$ cat src/rtl/fpw_pkg.sv
package fpw_pkg;
    // extended result layout
    localparam int EXT_EXP_W  = 15;
    localparam int EXT_SIG_W  = 64;
    localparam int EXT_FRAC_W = EXT_SIG_W - 1;
    localparam int EXT_BIAS   = (1 << (EXT_EXP_W - 1)) - 1;

    // input layouts
    localparam int SGL_EXP_W  = 8;
    localparam int SGL_FRAC_W = 23;
    localparam int SGL_W      = 1 + SGL_EXP_W + SGL_FRAC_W;
    localparam int SGL_BIAS   = (1 << (SGL_EXP_W - 1)) - 1;
    localparam int DBL_EXP_W  = 11;
    localparam int DBL_FRAC_W = 52;
    localparam int DBL_W      = 1 + DBL_EXP_W + DBL_FRAC_W;
    localparam int DBL_BIAS   = (1 << (DBL_EXP_W - 1)) - 1;

    localparam int LZ_W = $clog2(EXT_FRAC_W + 1);

    typedef struct packed {
        logic                 sign;
        logic [EXT_EXP_W-1:0] exp;
        logic [EXT_SIG_W-1:0] sig;
        logic                 inv;
    } ext_t;
endpackage

$ cat src/rtl/fpw_unpack.sv
module fpw_unpack
    import fpw_pkg::*;
(
    input  logic                  fmt_dbl,
    input  logic [DBL_W-1:0]      src,
    output logic                  sign,
    output logic [DBL_EXP_W-1:0]  exp_field,
    output logic                  exp_zero,
    output logic                  exp_ones,
    output logic [EXT_FRAC_W-1:0] frac,
    output logic [EXT_EXP_W-1:0]  bias_adj
);
    localparam int SGL_PAD = EXT_FRAC_W - SGL_FRAC_W;
    localparam int DBL_PAD = EXT_FRAC_W - DBL_FRAC_W;
    localparam logic [EXT_EXP_W-1:0] SGL_ADJ = EXT_EXP_W'(EXT_BIAS - SGL_BIAS);
    localparam logic [EXT_EXP_W-1:0] DBL_ADJ = EXT_EXP_W'(EXT_BIAS - DBL_BIAS);

    always_comb begin
        if (fmt_dbl) begin
            sign      = src[DBL_W-1];
            exp_field = src[DBL_W-2 -: DBL_EXP_W];
            exp_zero  = (src[DBL_W-2 -: DBL_EXP_W] == '0);
            exp_ones  = &src[DBL_W-2 -: DBL_EXP_W];
            frac      = {src[DBL_FRAC_W-1:0], {DBL_PAD{1'b0}}};
            bias_adj  = DBL_ADJ;
        end else begin
            sign      = src[SGL_W-1];
            exp_field = DBL_EXP_W'(src[SGL_W-2 -: SGL_EXP_W]);
            exp_zero  = (src[SGL_W-2 -: SGL_EXP_W] == '0);
            exp_ones  = &src[SGL_W-2 -: SGL_EXP_W];
            frac      = {src[SGL_FRAC_W-1:0], {SGL_PAD{1'b0}}};
            bias_adj  = SGL_ADJ;
        end
    end
endmodule

$ cat src/rtl/fpw_lzc.sv
module fpw_lzc #(
    parameter int W   = 63,
    parameter int CNT = $clog2(W + 1)
) (
    input  logic [W-1:0]   vec,
    output logic [CNT-1:0] count
);
    // per-bit "first one" indication, then encode
    logic [W-1:0] seen;

    genvar g;
    generate
        for (g = W - 1; g >= 0; g--) begin : g_scan
            if (g == W - 1) begin : g_top
                assign seen[g] = vec[g];
            end else begin : g_rest
                assign seen[g] = vec[g] | seen[g+1];
            end
        end
    endgenerate

    always_comb begin
        count = '0;
        for (int i = 0; i < W; i++) begin
            if (!seen[i]) count = count + CNT'(1);
        end
    end
endmodule

$ cat src/rtl/fpw_widen80.sv
module fpw_widen80
    import fpw_pkg::*;
(
    input  logic                 clk,
    input  logic                 rst_n,
    input  logic                 fmt_dbl,
    input  logic [DBL_W-1:0]     src,
    output logic                 ext_sign,
    output logic [EXT_EXP_W-1:0] ext_exp,
    output logic [EXT_SIG_W-1:0] ext_sig,
    output logic                 invalid
);
    logic                  u_sign;
    logic [DBL_EXP_W-1:0]  u_exp;
    logic                  u_ezero;
    logic                  u_eones;
    logic [EXT_FRAC_W-1:0] u_frac;
    logic [EXT_EXP_W-1:0]  u_adj;
    logic [LZ_W-1:0]       lz;
    logic [LZ_W:0]         shamt;

    ext_t res_d, res_q;

    fpw_unpack u_unpack (
        .fmt_dbl  (fmt_dbl),
        .src      (src),
        .sign     (u_sign),
        .exp_field(u_exp),
        .exp_zero (u_ezero),
        .exp_ones (u_eones),
        .frac     (u_frac),
        .bias_adj (u_adj)
    );

    fpw_lzc #(.W(EXT_FRAC_W), .CNT(LZ_W)) u_lzc (
        .vec  (u_frac),
        .count(lz)
    );

    assign shamt = {1'b0, lz} + (LZ_W+1)'(1);

    always_comb begin
        res_d      = '0;
        res_d.sign = u_sign;
        if (u_eones) begin
            res_d.exp = '1;
            res_d.sig = {1'b1, u_frac};
            if ((u_frac != '0) && !u_frac[EXT_FRAC_W-1]) begin
                res_d.sig[EXT_SIG_W-2] = 1'b1;
                res_d.inv              = 1'b1;
            end
        end else if (u_ezero) begin
            if (u_frac != '0) begin
                res_d.exp = u_adj - EXT_EXP_W'(lz);
                res_d.sig = {1'b0, u_frac} << shamt;
            end
        end else begin
            res_d.exp = u_adj + EXT_EXP_W'(u_exp);
            res_d.sig = {1'b1, u_frac};
        end
    end

    always_ff @(posedge clk or negedge rst_n) begin
        if (!rst_n) res_q <= '0;
        else        res_q <= res_d;
    end

    assign ext_sign = res_q.sign;
    assign ext_exp  = res_q.exp;
    assign ext_sig  = res_q.sig;
    assign invalid  = res_q.inv;
endmodule

$ cat config.mk
export PLATFORM = sky130hd
export DESIGN_NAME = fpw_widen80
export DESIGN_NICKNAME = d
export VERILOG_FILES = /design/src/rtl/fpw_pkg.sv /design/src/rtl/fpw_unpack.sv /design/src/rtl/fpw_lzc.sv /design/src/rtl/fpw_widen80.sv
export SDC_FILE = /design/constraint.sdc
export NUM_CORES = 1
export LEC_CHECK = 0
export ABC_AREA = 1
export BUFFER_PORTS_ARGS = -buffer_cell sky130_fd_sc_hd__buf_4
export CAP_MARGIN = 20
export CORE_ASPECT_RATIO = 0.6
export CORE_MARGIN = 4
export CORE_UTILIZATION = 30
export DETAILED_ROUTE_END_ITERATION = 10
export PLACE_DENSITY = 0.47
export SYNTH_ARGS = -nofsm -noshare
export SYNTH_HDL_FRONTEND = slang
export SYNTH_SLANG_ARGS = --single-unit
$ cat constraint.sdc
create_clock -name clk -period 0.8 [get_ports clk]
set_input_delay 0.04 -clock clk [delete_from_list [all_inputs] [get_ports clk]]
set_output_delay 0.04 -clock clk [all_outputs]
set_load 0.01 [all_outputs]
==> reports/qor_table.md, run 1 <==
| Stage | Item | Value |
|:---|:---|:---|
| status | Outcome | complete, but fails checks |
| status | Violated checks | setup timing |
| floorplanning | Die height | 178 um |
| routing | Post-detailed-route via-to-cell ratio | 4.79 |
| synthesis | Flop and latch count out of synthesis | 69 |
| synthesis | Sequential area share after synthesis | 12.0% |
| critical path | CP Data Required Time | 1.04 ns |
| clocking | # H-tree levels | 3 |
| synthesis | Most numerous cell types in the synthesized netlist | 819 x sky130_fd_sc_hd__nand2_1, 366 x sky130_fd_sc_hd__inv_1, 264 x sky130_fd_sc_hd__nor2_1 |
| clocking | Root Buffer | sky130_fd_sc_hd__clkbuf_16 |
| timing | Worst Max-Slew Pin Slew | 0.695 ns |
| clocking | CTS tree | yes |
| routing | Detailed Routing Iterations Pass 1 | 5 |
| critical path | Worst Path Arrival | 21.81 ns |
| timing | Fin worst setup slack | -20.77 ns |
| finish | Signed area change from the synthesized netlist to the final layout | 75.2% |
| placed design | Setup slack at placement | -21.66 ns |
| placed design | HPWL reported at the end of detailed placement | 56.6 mm |
| power and ir drop | Total power density per cell area | 945 nW/um^2 |
| clocking | Clk pin slew, worst setup/hold paths | 0.06 ns |
| floorplanning | Horizontal extent of the die | 291 um |
| power and ir drop | Leakage | 12.6 nW |
| routing | Detailed-route wire length per cell | 17.1 um |
| timing | Worst-case hold slack | 0.0300 ns |
| timing | Setup repair after global routing missed its margin | yes |
| synthesis | Most frequent cell after synthesis | sky130_fd_sc_hd__nand2_1 |
| routing | Antenna-violating nets left | 0 |
| critical path | Slowest Stage Delay on Critical Path | 0.33 ns |
| synthesis | Most used DFF post-synth | sky130_fd_sc_hd__dfrtp_1 |
| finish | Layout cell share with drive strength beyond 1 | 45.4% |
| grt | Maximum number of pins on one net before global-route repair | 48 |
| floorplanning | # rows | 61 |
| synthesis | Fraction of synthesis flops using an asynchronous set or reset pin | 100% |
| clocking | Total CTS buffers | 9 |
| routing | Detailed Route WL | 71.0 mm |
| placed design | Number of cells in the design after placement | 4027 |
| timing | Maximum clock frequency | 46.4 MHz |
| synthesis | Yosys warning count | 0 |
| grt | Remaining Overflow, GRT | 0 |
| finish | Number of standard cells in the final layout excluding fillers | 4144 |
| timing | Number of failing setup endpoints in the final timing report | 138 |
| placed design | Routability cong. | 0.988 |
| worst hold path | Class of the tightest hold or removal check | input port to register |
| synthesis | Largest cells by area after synthesis | sky130_fd_sc_hd__nand2_1 21%, sky130_fd_sc_hd__dfrtp_1 12%, sky130_fd_sc_hd__inv_1 9.5% |
| critical path | Nature of the critical path endpoint | register |
| routing | Initial drt markers | 1822 |
| synthesis | Area share of the leading cell type in the synthesized netlist | 21.3% |
| grt | Initial antenna violation count | 6 |
| critical path | Critical path start-end classification | input port to register |
| timing | Fraction of the cycle the final worst path needs | 2700% |
| critical path | Max Fanout on Critical Path | 7 |
| clocking | Clk buf depth | 2 |
| synthesis | Count of flip-flops with a built-in enable after synthesis | 0 |
| grt | First-pass GRT wire length | 102 mm |
| floorplanning | Number of ports placed on the die boundary | 148 |
| synthesis | Cell taking the most area after synthesis | sky130_fd_sc_hd__nand2_1 |
| grt | Overall fraction of global-route tracks in use | 25.3% |
| run | Max-cap viol count | 0 |
| timing | Post-layout minimum cycle time | 21.57 ns |
| power and ir drop | Peak supply drop | 1490 uV |
| timing | Relative slew slack | 53.2% |
| finish | Final net count | 3627 |
| synthesis | Synthesized area | 14400 um^2 |
| floorplanning | Area enclosed by the die boundary | 51800 um^2 |
| timing | Final Hold Violating Endpoints | 0 |
| synthesis | Netlist cell types | 60 |
| timing | Total negative setup slack | -1322.32 ns |
| timing | Max-slew violation total from the final report | 0 |
| synthesis | Average size of a mapped cell | 5.49 um^2 |
| floorplanning | Effective utilization at floorplan | 30.7% |
| floorplanning | Core Region | 46900 um^2 |
| finish | Number of filler cells placed in the layout | 4688 |
| routing | Residual DRC | 0 |
| placed design | # port buffers | 136 |
| clocking | Count of clock tree sinks | 69 |
| critical path | Launching element type of the critical path | input port |
| grt | Number of global-route vias before repair | 18200 |
| synthesis | Post-Synthesis Cells | 2627 |
| routing | Via count | 19800 |
| critical path | Slowest cell on the critical path | sky130_fd_sc_hd__ha_4 |
## through the flow
stage / cell area [um^2] / power (mW) / util [%]
final: 25300 / 23.9 / 53.9
after global routing: 25300 / 25.0 / 53.9
after CTS: 22800 / 20.5 / 48.6
after detailed placement: 21400 / 14.8 / 45.6
after global placement: 21400 / 14.9 / 45.6
after floorplan: 14800 / 9.37 / -
## layout by cell type, fill, tap and decap left out, types with 71 or more instances in the layout
master | netlist | final
sky130_fd_sc_hd__nand4_1 | 72 | 72
sky130_fd_sc_hd__nor2_1 | 264 | 216
sky130_fd_sc_hd__inv_2 | 41 | 88
sky130_fd_sc_hd__buf_4 | 24 | 775
sky130_fd_sc_hd__buf_6 | 12 | 112
sky130_fd_sc_hd__nand2_2 | 89 | 178
sky130_fd_sc_hd__nand3_1 | 244 | 203
sky130_fd_sc_hd__nand2_1 | 819 | 705
sky130_fd_sc_hd__inv_1 | 366 | 311
sky130_fd_sc_hd__o21ai_0 | 126 | 71
## registers in the layout, summed over array words and instances, names as in the netlist
name and cells:
ext_sign 1, ext_sig 53, invalid 1, ext_exp 14
## per-layer routing
layer / GRT usage (%) / part of all wire [%]
met1: 37.2 / 48
met2: 35.6 / 40
met3: 8.16 / 9.6
met4: 5.48 / 2.5
met5: 0 / 0.038
## kinds of logic after synthesis
kind of cell | Yosys count | share of synthesized area, %
compound gates | 288 | 11.1
other cells | 1 | 0.0260
flops | 69 | 12.0
xor+xnor | 77 | 5.17
mux | 7 | 0.486
buf+inv | 501 | 14.9
fa+ha+maj | 55 | 4.77
simple gates | 1629 | 51.6
## critical path: cells and delay by family
kind                       cells  cell delay (ns)
AOI/OAI and AO/OA              4             0.27
and+or+nand+nor               62             3.95
buffers and inverters         58             3.88
adders and majority gates     49            13.39
muxes                          1             0.21
## area by class of cell
cell class              instances  area, um^2  area share (%)
flip-flops and latches         69        1730            6.83
diodes                          4        10.0          0.0396
well taps                     630         788            3.12
repair inverters                4        35.0           0.139
inverters                     414        1650            6.51
clock inverters                 7        73.8           0.292
multi-input cells            2068       12700            50.1
repair buffers                939        8120            32.1
clock buffers                   9         225           0.891
## power by group
group / internal, mW / switching [mW] / leakage (nW)
Sequential: 3.73 / 0.167 / 0.837
Clock: 2.42 / 1.83 / 0.146
Combinational: 7.00 / 8.76 / 11.6
## timing repair
item / in CTS / in global routing
endpoints found under the setup margin: 138 / 138
gates cloned: 6 / 10
hold endpoints to repair: 70 / 0
pin swaps: 41 / 170
hold buffers: 3 / 0
setup buffers: 19 / 69
resized for setup: 212 / 475
## path summary, 6_finish.rpt
path,slack [ns],cells after the start,endpoint,startpoint
setup / recovery,-20.77,174,ext_sig[37]$_DFF_PN0_,fmt_dbl
hold / removal,0.03,4,ext_exp[1]$_DFF_PN0_,src[53]
max in group asynchronous,0.27,3,ext_sig[37]$_DFF_PN0_,rst_n
min in group asynchronous,0.07,2,ext_sig[52]$_DFF_PN0_,rst_n
Power figures use the tool's default switching activity.
==> run 2, diff against run 1 <==
clock period = 27.3 ns   (was 0.8 ns; I/O delays follow)
==> reports/qor_table.md, run 2 (synthesis results as in run 1) <==
| Stage | Item | Value |
|:---|:---|:---|
| status | Outcome | completed |
| finish | Signed area change from the synthesized netlist to the final layout | 13.2% |
| timing | Maximum clock frequency | 39.2 MHz |
| worst hold path | Class of the tightest hold or removal check | input port to async pin |
| timing | Relative slew slack | 35.4% |
| clocking | Count of clock tree sinks | 69 |
| timing | Max-slew violation total from the final report | 0 |
| critical path | Launching element type of the critical path | input port |
| grt | First-pass GRT wire length | 89.5 mm |
| routing | Initial drt markers | 1808 |
| clocking | Root Buffer | sky130_fd_sc_hd__clkbuf_16 |
| floorplanning | Number of ports placed on the die boundary | 148 |
| finish | Most frequent cells in the layout | 818 x sky130_fd_sc_hd__nand2_1, 366 x sky130_fd_sc_hd__inv_1, 263 x sky130_fd_sc_hd__nor2_1 |
| power and ir drop | Switching Power | 0.222 mW |
| finish | Flip-flop count of the largest register after layout | 53 |
| power and ir drop | Peak supply drop | 36.4 uV |
| routing | Detailed Routing Iterations Pass 1 | 6 |
| critical path | CP Buf/Inv Count | 54 |
| timing | Fraction of the cycle the final worst path needs | 93.5% |
| timing | Setup repair after global routing missed its margin | no |
| finish | Final net count | 2849 |
| grt | Number of global-route vias before repair | 15200 |
| floorplanning | Die height | 178 um |
| routing | Via count | 17000 |
| critical path | Max Fanout on Critical Path | 39 |
| floorplanning | # rows | 61 |
| clocking | Clk pin slew, worst setup/hold paths | 0.06 ns |
| routing | Residual DRC | 0 |
| finish | Design area | 16300 um^2 |
| grt | Remaining Overflow, GRT | 0 |
| timing | Total negative setup slack | 0 ns |
| timing | Worst Max-Slew Pin Slew | 0.970 ns |
| critical path | CP Data Required Time | 27.57 ns |
| power and ir drop | Clock Power Share | 26.0% |
| timing | Number of failing setup endpoints in the final timing report | 0 |
| grt | Initial antenna violation count | 1 |
| run | Max-cap viol count | 0 |
| routing | Post-detailed-route via-to-cell ratio | 5.07 |
| grt | Overall fraction of global-route tracks in use | 21.8% |
| clocking | Total CTS buffers | 9 |
| critical path | Nature of the critical path endpoint | register |
| clocking | # H-tree levels | 3 |
| routing | Detailed-route wire length per cell | 17.5 um |
| timing | Post-layout minimum cycle time | 25.53 ns |
| power and ir drop | Sequential cell fraction of total power | 23.9% |
| finish | Most common cell after layout, fill and taps aside | sky130_fd_sc_hd__nand2_1 |
| floorplanning | Effective utilization at floorplan | 30.7% |
| critical path | Slowest Stage Delay on Critical Path | 0.41 ns |
| clocking | Clk buf depth | 2 |
| routing | Antenna-violating nets left | 0 |
| critical path | Slowest cell on the critical path | sky130_fd_sc_hd__ha_2 |
| timing | Final Hold Violating Endpoints | 0 |
| grt | Maximum number of pins on one net before global-route repair | 70 |
| placed design | Placed cell areas | 15800 um^2 |
| critical path | Worst setup path start | fmt_dbl |
| power and ir drop | Combinational share of power | 50.2% |
| power and ir drop | Fraction of power spent switching nets | 46.7% |
| finish | Layout cell share with drive strength beyond 1 | 15.3% |
| placed design | Routability cong. | 0.969 |
| critical path | Critical path start-end classification | input port to register |
| power and ir drop | Leakage | 8.17 nW |
| placed design | # port buffers | 136 |
| floorplanning | Core Region | 46900 um^2 |
| critical path | Worst Path Arrival | 25.79 ns |
| clocking | CTS tree | yes |
| finish | Diodes inserted | 0 |
| critical path | Largest delay contributor family on the critical path | adder cells |
| clocking | Quantity of hold-fixing buffers added after cts | 0 |
| routing | Detailed Route WL | 58.8 mm |
| placed design | HPWL reported at the end of detailed placement | 48.4 mm |
| floorplanning | Area enclosed by the die boundary | 51800 um^2 |
| power and ir drop | Internal cell power | 0.253 mW |
| power and ir drop | Total power density per cell area | 29.1 nW/um^2 |
| floorplanning | Horizontal extent of the die | 291 um |
## run 2: cell count changes in the layout (fill, tap and decap cells not counted), moves of 41 or more
cell,before,now
sky130_fd_sc_hd__o21ai_2,55,10
sky130_fd_sc_hd__inv_1,311,366
sky130_fd_sc_hd__nand3_1,203,244
sky130_fd_sc_hd__nor2_1,216,263
sky130_fd_sc_hd__o21ai_0,71,121
sky130_fd_sc_hd__inv_2,88,39
sky130_fd_sc_hd__nand2_1,705,818
sky130_fd_sc_hd__buf_4,775,160
sky130_fd_sc_hd__nand2_2,178,89
sky130_fd_sc_hd__buf_6,112,1
## run 2: routing by layer
metal,global-route usage (%),wire length (um)
met2,29.7,22000
met3,3.23,5220
met5,0,0
met1,35.8,31000
met4,2.95,603
## run 2: cell type report
cell class / count / area, um^2
clock buffer: 9 / 225
clock inverter: 6 / 63.8
fill: 5279 / 30600
inverter: 414 / 1600
multi-input combinational: 2070 / 10700
sequential: 69 / 1730
tap: 630 / 788
timing repair buffer: 163 / 1250
## run 2: path summary, 6_finish.rpt
kind / slack [ns] / to / cells after the start
min in group clk: 1.22 / ext_sign$_DFF_PN0_ / 3
max in group asynchronous: 25.50 / ext_sig[58]$_DFF_PN0_ / 1
hold / removal: 1.17 / invalid$_DFF_PN0_ / 1
setup / recovery: 1.77 / ext_sig[62]$_DFF_PN0_ / 168
## run 2: power groups by stage
stage / clock [mW] / sequential, mW / combinational [mW]
global placement: 0 / 0.116 / 0.228
floorplan: 0 / 0.117 / 0.143
global route: 0.130 / 0.114 / 0.260
finish: 0.123 / 0.114 / 0.238
CTS: 0.125 / 0.114 / 0.226
detailed placement: 0 / 0.116 / 0.225
## run 2: metrics by stage
stage | utilization [%] | hold WS, ns | setup slack (ns) | instances | total power [mW]
final | 34.8 | 1.17 | 1.77 | 3361 | 0.475
after detailed placement | 33.7 | 1.57 | 0.954 | 3332 | 0.340
after global routing | 34.8 | 1.23 | 0.0175 | 3361 | 0.504
after floorplan | - | 1.07 | 3.99 | 2638 | 0.259
after CTS | 34.3 | 1.21 | 1.21 | 3347 | 0.465
after global placement | 33.7 | 1.58 | 1.10 | 3332 | 0.344
## run 2: repair_timing
action | CTS | global route
setup buffers | 0 | 12
endpoints found under the setup margin | 0 | 53
gates resized for setup | 0 | 35
hold endpoints to repair | 0 | 0
